--- src/rtl/clb_tile.sv ---
module clb_tile #(
  parameter int LUT_K    = 3,
  parameter int LUT_OUTS = 2
) (
  input  logic                clk,
  input  logic                rst_n,
  input  logic                config_en,
  input  logic                cfg_si,
  output logic                cfg_so,
  input  logic [LUT_K-1:0]    a_in,
  input  logic [LUT_K-1:0]    b_in,
  input  logic                carry_in,
  output logic [LUT_OUTS-1:0] a_out,
  output logic [LUT_OUTS-1:0] b_out,
  output logic                carry_out
);
  localparam int LUT_BITS  = LUT_OUTS << LUT_K;
  localparam int MODE_BITS = 3;
  localparam int CFG_W     = 2 * LUT_BITS + MODE_BITS;
  localparam int A_CY      = 2 * LUT_BITS;
  localparam int B_CY      = A_CY + 1;
  localparam int CASC      = A_CY + 2;

  logic [CFG_W-1:0]    cfg;
  logic [LUT_BITS-1:0] tab_a, tab_b;
  logic [LUT_K-1:0]    idx_a, idx_b;
  logic [LUT_OUTS-1:0] res_a, res_b;

  always_ff @(posedge clk or negedge rst_n)
    if (!rst_n)         cfg <= '0;
    else if (config_en) cfg <= {cfg_si, cfg[CFG_W-1:1]};

  assign cfg_so = cfg[0];
  assign tab_a  = cfg[LUT_BITS-1:0];
  assign tab_b  = cfg[2*LUT_BITS-1:LUT_BITS];

  always_comb begin
    idx_a = a_in;
    if (cfg[A_CY]) idx_a[LUT_K-1] = carry_in;
    res_a = tab_a[int'(idx_a)*LUT_OUTS +: LUT_OUTS];
    idx_b = b_in;
    if (cfg[B_CY]) idx_b[LUT_K-1] = res_a[1];
    if (cfg[CASC]) idx_b[0]       = res_a[0];
    res_b = tab_b[int'(idx_b)*LUT_OUTS +: LUT_OUTS];
  end

  assign a_out     = config_en ? '0 : res_a;
  assign b_out     = config_en ? '0 : res_b;
  assign carry_out = !config_en && res_b[1];
endmodule

--- config.mk ---
export PLATFORM = sky130hd
export DESIGN_NAME = clb_tile
export DESIGN_NICKNAME = d
export VERILOG_FILES = /design/src/rtl/clb_tile.sv
export SDC_FILE = /design/constraint.sdc
export NUM_CORES = 1
export LEC_CHECK = 0
export BUFFER_PORTS_ARGS = -buffer_cell sky130_fd_sc_hd__buf_2
export CORE_MARGIN = 2
export CORE_UTILIZATION = 55
export DETAILED_ROUTE_END_ITERATION = 16
export PLACE_DENSITY = 0.78
export REMOVE_ABC_BUFFERS = 1
export SYNTH_ARGS = -nofsm -noshare
export SYNTH_HDL_FRONTEND = slang
export SYNTH_SLANG_ARGS = --single-unit
--- constraint.sdc ---
create_clock -name clk -period 4.6 [get_ports clk]
set_clock_uncertainty 0.1 [all_clocks]
set_input_delay 0.69 -clock clk [delete_from_list [all_inputs] [get_ports clk]]
set_output_delay 0.69 -clock clk [all_outputs]
set_load 0.01 [all_outputs]
==> metrics.log, run 1 <==
INFO  metric globalRouteTotalUtil = 16.9%
INFO  metric vias_per_cell = 5.98
INFO  metric hold_buffers = 0
INFO  metric largest_register_ff_count = 35
INFO  metric floorplan.die.width = 57.7 um
INFO  metric drv_slew = 0
INFO  metric relSlewSlack = 46.0%
INFO  metric power.sequential.fraction = 53.9%
INFO  metric dp_hpwl = 1740 um
INFO  metric synth-async-reset-ratio = 100%
INFO  metric timing_worst_setup_path_type = in2out
INFO  metric reg2reg_depth = 1
INFO  metric die_height = 57.7 um
INFO  metric power.combinational.fraction = 26.1%
INFO  metric cts_made_buffers = 5
INFO  metric worst_case_hold_slack = 313 ps
INFO  metric start_util = 57.5%
INFO  metric r2r_start = cfg[32]
INFO  metric syn-instance-count = 96
INFO  metric placementRows = 19
INFO  metric multiInputGateArea = 687 um^2
INFO  metric final_number_of_setup_violating_endpoints = 0
INFO  metric worst_slew_pin_slew = 809 ps
INFO  metric grt_start_max_net_pins = 40
INFO  metric synth.yosys.seq_area_share = 55.2%
INFO  metric drt-total-wl = 2420 um
INFO  metric synth_flop_cell = dfrtp_1
INFO  metric max_clock_freq = 0.297 GHz
INFO  metric synth.top_cells.by_count = 35 x dfrtp_1, 35 x mux2_2, 6 x mux4_1
INFO  metric cts_tree = yes
INFO  metric detailedRoute.firstIterationViolations = 44
INFO  metric worst_path_clk_slew = 100 ps
INFO  metric synth_top_cells_by_area = dfrtp_1 55%, mux2_2 25%, mux4_1 9.9%
INFO  metric ff_latch_area = 876 um^2
INFO  metric clock_tree.root_cell = clkbuf_4
INFO  metric run_status = finished, final reports clean
INFO  metric port_buffers = 16
INFO  metric ys_seq_elements = 35
INFO  metric fin_crit = 3370 ps
INFO  metric antenna_violating_nets_post_route = 0
INFO  metric grt_first_pass_wirelength = 4060 um
INFO  metric crit-reg2reg-capture = cfg[31]
INFO  metric synthesis.area_per_instance = 16.5 um^2
INFO  metric dr.pass1.iters = 4
INFO  metric antenna_cells_inserted = 0
INFO  metric reg2reg_setup_slack = 3690 ps
INFO  metric cts_setup_buffers = 0
INFO  metric syn_area = 0.00159 mm^2
INFO  metric worstSetupEndpoint = carry_out
INFO  metric worstSetupEndpointType = primary output
INFO  metric setup_total_negative_slack = 0 ps
INFO  metric internal_power = 0.000668 W
INFO  metric cap_violations = 0
INFO  metric floorplan.core_area = 0.00276 mm^2
INFO  metric power_density_over_cell_area = 527 mW/mm^2
INFO  metric total_via_count_after_detailed_routing = 873
INFO  metric register_with_the_most_flip_flops = cfg
INFO  metric synth-warning-count = 0
INFO  metric synth-edff-count = 0
INFO  metric final_stage_net_count = 125
INFO  metric ir_worst_vdd = 0.431 mV
INFO  metric io-pin-count = 17
INFO  metric routed_length_per_instance = 16.6 um
INFO  metric grt_remaining_overflow = 0
INFO  metric worstPathRequired = 3810 ps
INFO  metric place_congestion = 0.751
INFO  metric largest_registers = cfg: 35 flops
INFO  metric cp-start-kind = input pin
INFO  metric yosys.cell_types.count = 14
INFO  metric cts_buffer_depth = 2
INFO  metric htree_num_levels = 2
INFO  metric postCtsResizedCells = 0
INFO  metric power_leakage = 0.831 nW
INFO  metric via_count_of_the_first_global_routing_pass = 869
INFO  metric switchingPower = 0.000255 W
INFO  metric drive_above_1_share = 53.9%
INFO  metric grt_setup_unrepaired = false
INFO  metric worst_hold_path_type = in2async
INFO  metric clock-sinks = 35
INFO  metric die_outline_area = 0.00333 mm^2
INFO  metric cp-startpoint = a_in[0]
INFO  metric timing_hold_violations_final = 0
INFO  metric synth_largest_type_area_fraction = 55.2%
INFO  metric number_of_antenna_violations_at_the_first_check_in_global_routing = 0
INFO  metric yosysTopAreaCell = dfrtp_1
INFO  metric fillerInstances = 223
INFO  metric clkPwrFrac = 20.1%
INFO  metric clock_insertion_delay_worst_skew = 330 ps
INFO  metric sw_share = 27.6%
INFO  metric synthToLayoutAreaGrowth = 10.4%
INFO  metric arrival = 2580 ps
INFO  metric critPathMaxFanout = 4
INFO  metric period_utilization = 73.3%
INFO  metric remaining_drc_errors = 0
[worst min path at each step]
stage,depth (start not counted),end,startpoint,slack [ps]
after global placement,1,cfg[28],cfg[29],410
after floorplan,0,cfg[0],rst_n,290
final,1,cfg[33],rst_n,310
after detailed placement,1,cfg[19],cfg[20],420
after global routing,1,cfg[26],rst_n,350
after CTS,1,cfg[33],rst_n,330
[power groups by stage]
stage          clock network [W]  registers [W]  logic (W)
2_1_floorplan                  0       0.000471   0.000194
3_3_place_gp                   0       0.000499   0.000232
3_5_place_dp                   0       0.000508   0.000245
4_1_cts                 0.000191       0.000500   0.000246
5_1_grt                 0.000205       0.000515   0.000261
6_report                0.000185       0.000497   0.000240
[placed cells by master (no fill, tap or decap)]
cell      count
nor2_1        5
clkbuf_1      1
clkbuf_8      2
mux2i_2       1
buf_2        16
a21oi_2       1
mux4_1        6
mux4_2        2
a21oi_1       1
dfrtp_1      35
a22o_1        2
mux2i_1       2
nor2b_1       1
mux2_2       35
clkbuf_4      5
[area by class of cell]
class                      instances  share of cell area [%]
tap                               31                    2.22
multi-input combinational         56                    39.2
clock buffer                       8                    3.93
sequential                        35                    50.0
timing repair buffer              16                    4.57
[metal layers]
layer | track usage [%] | vias up | part of all wire, % | wire length [um]
met5 | 0 | - | 0 | 0
met4 | 6.98 | 0 | 1.6 | 38
met3 | 6.70 | 5 | 4.1 | 99
met2 | 26.9 | 17 | 52 | 1250
met1 | 20.7 | 447 | 43 | 1030
li1 | - | 404 | - | -
[critical path: stages]
cell     delay [ps]
buf_2           130
mux4_1          580
mux2i_2         210
a21oi_2         140
mux4_2          440
a22o_1          260
buf_2           140
[metrics by stage]
stage          area [um^2]  power, W  worst slack [ps]  util (%)  instances
3_5_place_dp          1680  0.000753              1200      61.0        138
2_1_floorplan         1560  0.000665              1540         -         91
4_1_cts               1750  0.000937              1200      63.5        146
6_report              1750  0.000923              1230      63.5        146
3_3_place_gp          1680  0.000731              1270      61.0        138
5_1_grt               1750  0.000981              1140      63.5        146
[logic make-up after synthesis]
logic type	share of synthesized area, %
muxes	39.8
buffers and inverters	1.42
DFF	55.2
and+or+nand+nor	1.58
AOI/OAI and AO/OA	1.97
Power figures use the tool's default switching activity.
==> inputs of run 2 (changes only) <==
==> constraint.sdc (replaced) <==
create_clock -name clk -period 3.3 [get_ports clk]
set_clock_uncertainty 0.1 [all_clocks]
set_input_delay 0.495 -clock clk [delete_from_list [all_inputs] [get_ports clk]]
set_output_delay 0.495 -clock clk [all_outputs]
set_load 0.01 [all_outputs]
==> run 2 against run 1 <==
Cell area increased by 1.4%. Setup slack got worse by 1000 ps. Combinational power increased by 40%. Power increased by 46%. Critical path depth decreased by 1. Global-route usage increased by 1.7 points. Count of clock-buffer cells in the layout decreased by 2. Hold slack got worse by 210 ps. Clock power increased by 72%. Critical endpoint is now b_out[1]. Sequential share of layout area decreased by 0.71 points. First-iteration DRC count decreased by 32%.
==> metrics.log, run 2 (synthesized netlist as in run 1, its figures left out) <==
INFO  metric start_util = 57.5% (unchanged)
INFO  metric final_cell_mix = 35 x mux2_2, 35 x dfrtp_1, 16 x buf_2
INFO  metric globalRouteTotalUtil = 18.6% (+1.7 points)
INFO  metric via_count_of_the_first_global_routing_pass = 954 (+9.8%)
INFO  metric power_leakage = 0.846 nW (+1.7%)
INFO  metric final_number_of_setup_violating_endpoints = 0 (unchanged)
INFO  metric largest_register_ff_count = 35 (unchanged)
INFO  metric relSlewSlack = 49.9% (+3.9 points)
INFO  metric worst_hold_path_type = in2async
INFO  metric design_power_total = 0.00135 W (+46%)
INFO  metric arrival = 2510 ps (-70 ps)
INFO  metric register_with_the_most_flip_flops = cfg
INFO  metric drive_above_1_share = 55.2% (+1.3 points)
INFO  metric setup_total_negative_slack = 0 ps (unchanged)
INFO  metric worstSetupEndpointType = primary output
INFO  metric io-pin-count = 17 (unchanged)
INFO  metric worst_case_hold_slack = 105 ps (-208 ps)
INFO  metric internal_power = 0.000985 W (+48%)
INFO  metric die_outline_area = 0.00333 mm^2 (unchanged)
INFO  metric vias_per_cell = 5.87 (-1.8%)
INFO  metric cts_tree = yes
INFO  metric grt_remaining_overflow = 0 (unchanged)
INFO  metric die_height = 57.7 um (unchanged)
INFO  metric clock_tree.root_cell = clkbuf_4
INFO  metric timing_worst_setup_path_type = reg2out
INFO  metric critPathMaxFanout = 4 (unchanged)
INFO  metric run_status = finished, final reports clean
INFO  metric number_of_antenna_violations_at_the_first_check_in_global_routing = 0 (unchanged)
INFO  metric clock_insertion_delay_worst_skew = 340 ps (about the same)
INFO  metric period_utilization = 94.2%
INFO  metric antenna_cells_inserted = 0 (unchanged)
INFO  metric grt_first_pass_wirelength = 4510 um (+11%)
INFO  metric power.combinational.fraction = 24.9% (-1.2 points)
INFO  metric synthToLayoutAreaGrowth = 12.0%
INFO  metric clkPwrFrac = 23.6% (+3.5 points)
INFO  metric cp_num_buf_inv = 1 (-1)
INFO  metric fin_crit = 3110 ps
INFO  metric reg2reg_setup_slack = 2390 ps (-1300 ps)
INFO  metric ir_worst_vdd = 0.579 mV (+34%)
INFO  metric port_buffers = 16 (unchanged)
INFO  metric critical_path.max_stage_delay = 600 ps (+20 ps)
INFO  metric drv_slew = 0 (unchanged)
INFO  metric total_via_count_after_detailed_routing = 863 (-1.1%)
INFO  metric max_clock_freq = 0.322 GHz
INFO  metric power.sequential.fraction = 51.4% (-2.5 points)
INFO  metric reg2reg_depth = 1 (unchanged)
INFO  metric worst_path_clk_slew = 110 ps (about the same)
INFO  metric drt-total-wl = 2490 um (+2.9%)
INFO  metric worstPathRequired = 2700 ps (-1110 ps)
INFO  metric crit-reg2reg-capture = cfg[33]
INFO  metric remaining_drc_errors = 0 (unchanged)
INFO  metric hold_buffers = 0 (unchanged)
INFO  metric largest_registers = cfg: 35 flops
INFO  metric cp_slowest_cell = mux4_1
INFO  metric power_density_over_cell_area = 759 mW/mm^2 (+44%)
INFO  metric r2r_start = cfg[34]
INFO  metric cp-start-kind = flop
INFO  metric switchingPower = 0.000362 W (+42%)
INFO  metric cts_made_buffers = 5 (unchanged)
INFO  metric detailedRoute.firstIterationViolations = 30 (-32%)
INFO  metric worst_slew_pin_slew = 752 ps (-57.8 ps)
INFO  metric worst_path_depth = 6 (-1)
INFO  metric postCtsResizedCells = 0 (unchanged)
INFO  metric cts_buffer_depth = 2 (unchanged)
INFO  metric antenna_violating_nets_post_route = 0 (unchanged)
INFO  metric htree_num_levels = 2 (unchanged)
INFO  metric floorplan.die.width = 57.7 um (unchanged)
INFO  metric ff_latch_area = 876 um^2 (unchanged)
INFO  metric dr.pass1.iters = 3 (-1)
INFO  metric grt_start_max_net_pins = 36 (-10%)
INFO  metric dp_hpwl = 1800 um (+3.5%)
INFO  metric grt_setup_unrepaired = false
INFO  metric routed_length_per_instance = 16.9 um (+2.2%)
INFO  metric multiInputGateArea = 687 um^2 (unchanged)
INFO  metric crit_family = multiplexers
INFO  metric final_stage_net_count = 126 (+0.80%)
INFO  metric sw_share = 26.9% (-0.77 points)
INFO  metric place_congestion = 0.760 (+1.2%)
INFO  metric clock-sinks = 35 (unchanged)
INFO  metric worstPathCellList = mux2i_1, mux2i_2, a21oi_2, mux4_1, a22o_1, buf_2
INFO  metric final_util = 64.4% (+0.91 points)
INFO  metric fillerInstances = 206 (-7.6%)
INFO  metric placementRows = 19 (unchanged)
INFO  metric floorplan.core_area = 0.00276 mm^2 (unchanged)
INFO  metric cap_violations = 0 (unchanged)
INFO  metric timing_hold_violations_final = 0 (unchanged)
INFO  metric cts_setup_buffers = 0 (unchanged)
-- run 2: changes by cell type in the layout (fill, tap and decap cells not counted) --
cell / change
bufinv_16: +1
clkbuf_8: -1
buf_4: +1
clkinv_2: +1
clkbuf_1: -1
-- run 2: worst max path at each step --
stage / end / slack (ps) / start
6_report: b_out[1] / 190 / cfg[32]
5_1_grt: carry_out / 10 / cfg[32]
4_1_cts: b_out[1] / 140 / cfg[32]
3_5_place_dp: b_out[1] / 270 / a_in[0]
3_3_place_gp: b_out[1] / 360 / a_in[0]
2_1_floorplan: b_out[1] / 630 / a_in[0]
-- run 2: cell type report --
class | instances | share of cell area (%)
multi-input cells | 56 | 38.7
flip-flops and latches | 35 | 49.3
well taps | 31 | 2.18
repair buffers | 17 | 4.93
clock buffers | 6 | 2.89
clock inverters | 2 | 1.97
-- run 2: layer usage --
| layer | global-route usage (%) | part of all wire, % |
|---|---|---|
| met1 | 24.7 | 45 |
| met5 | 0 | 0 |
| met3 | 6.70 | 5.3 |
| met2 | 28.1 | 48 |
| met4 | 7.97 | 2.0 |
-- run 2: per-stage QoR --
step / setup WS (ps) / cells / instance area (um^2)
floorplan: 631 / 91 / 1560
global placement: 359 / 139 / 1690
detailed placement: 270 / 139 / 1690
CTS: 136 / 147 / 1780
global route: 9.69 / 147 / 1780
finish: 193 / 147 / 1780
-- run 2: power by group through the flow --
stage	Clock [W]	Combinational, W	Sequential, W
floorplan	0	0.000270	0.000657
global placement	0	0.000324	0.000696
detailed placement	0	0.000341	0.000705
CTS	0.000329	0.000341	0.000695
global route	0.000350	0.000369	0.000718
finish	0.000318	0.000336	0.000693
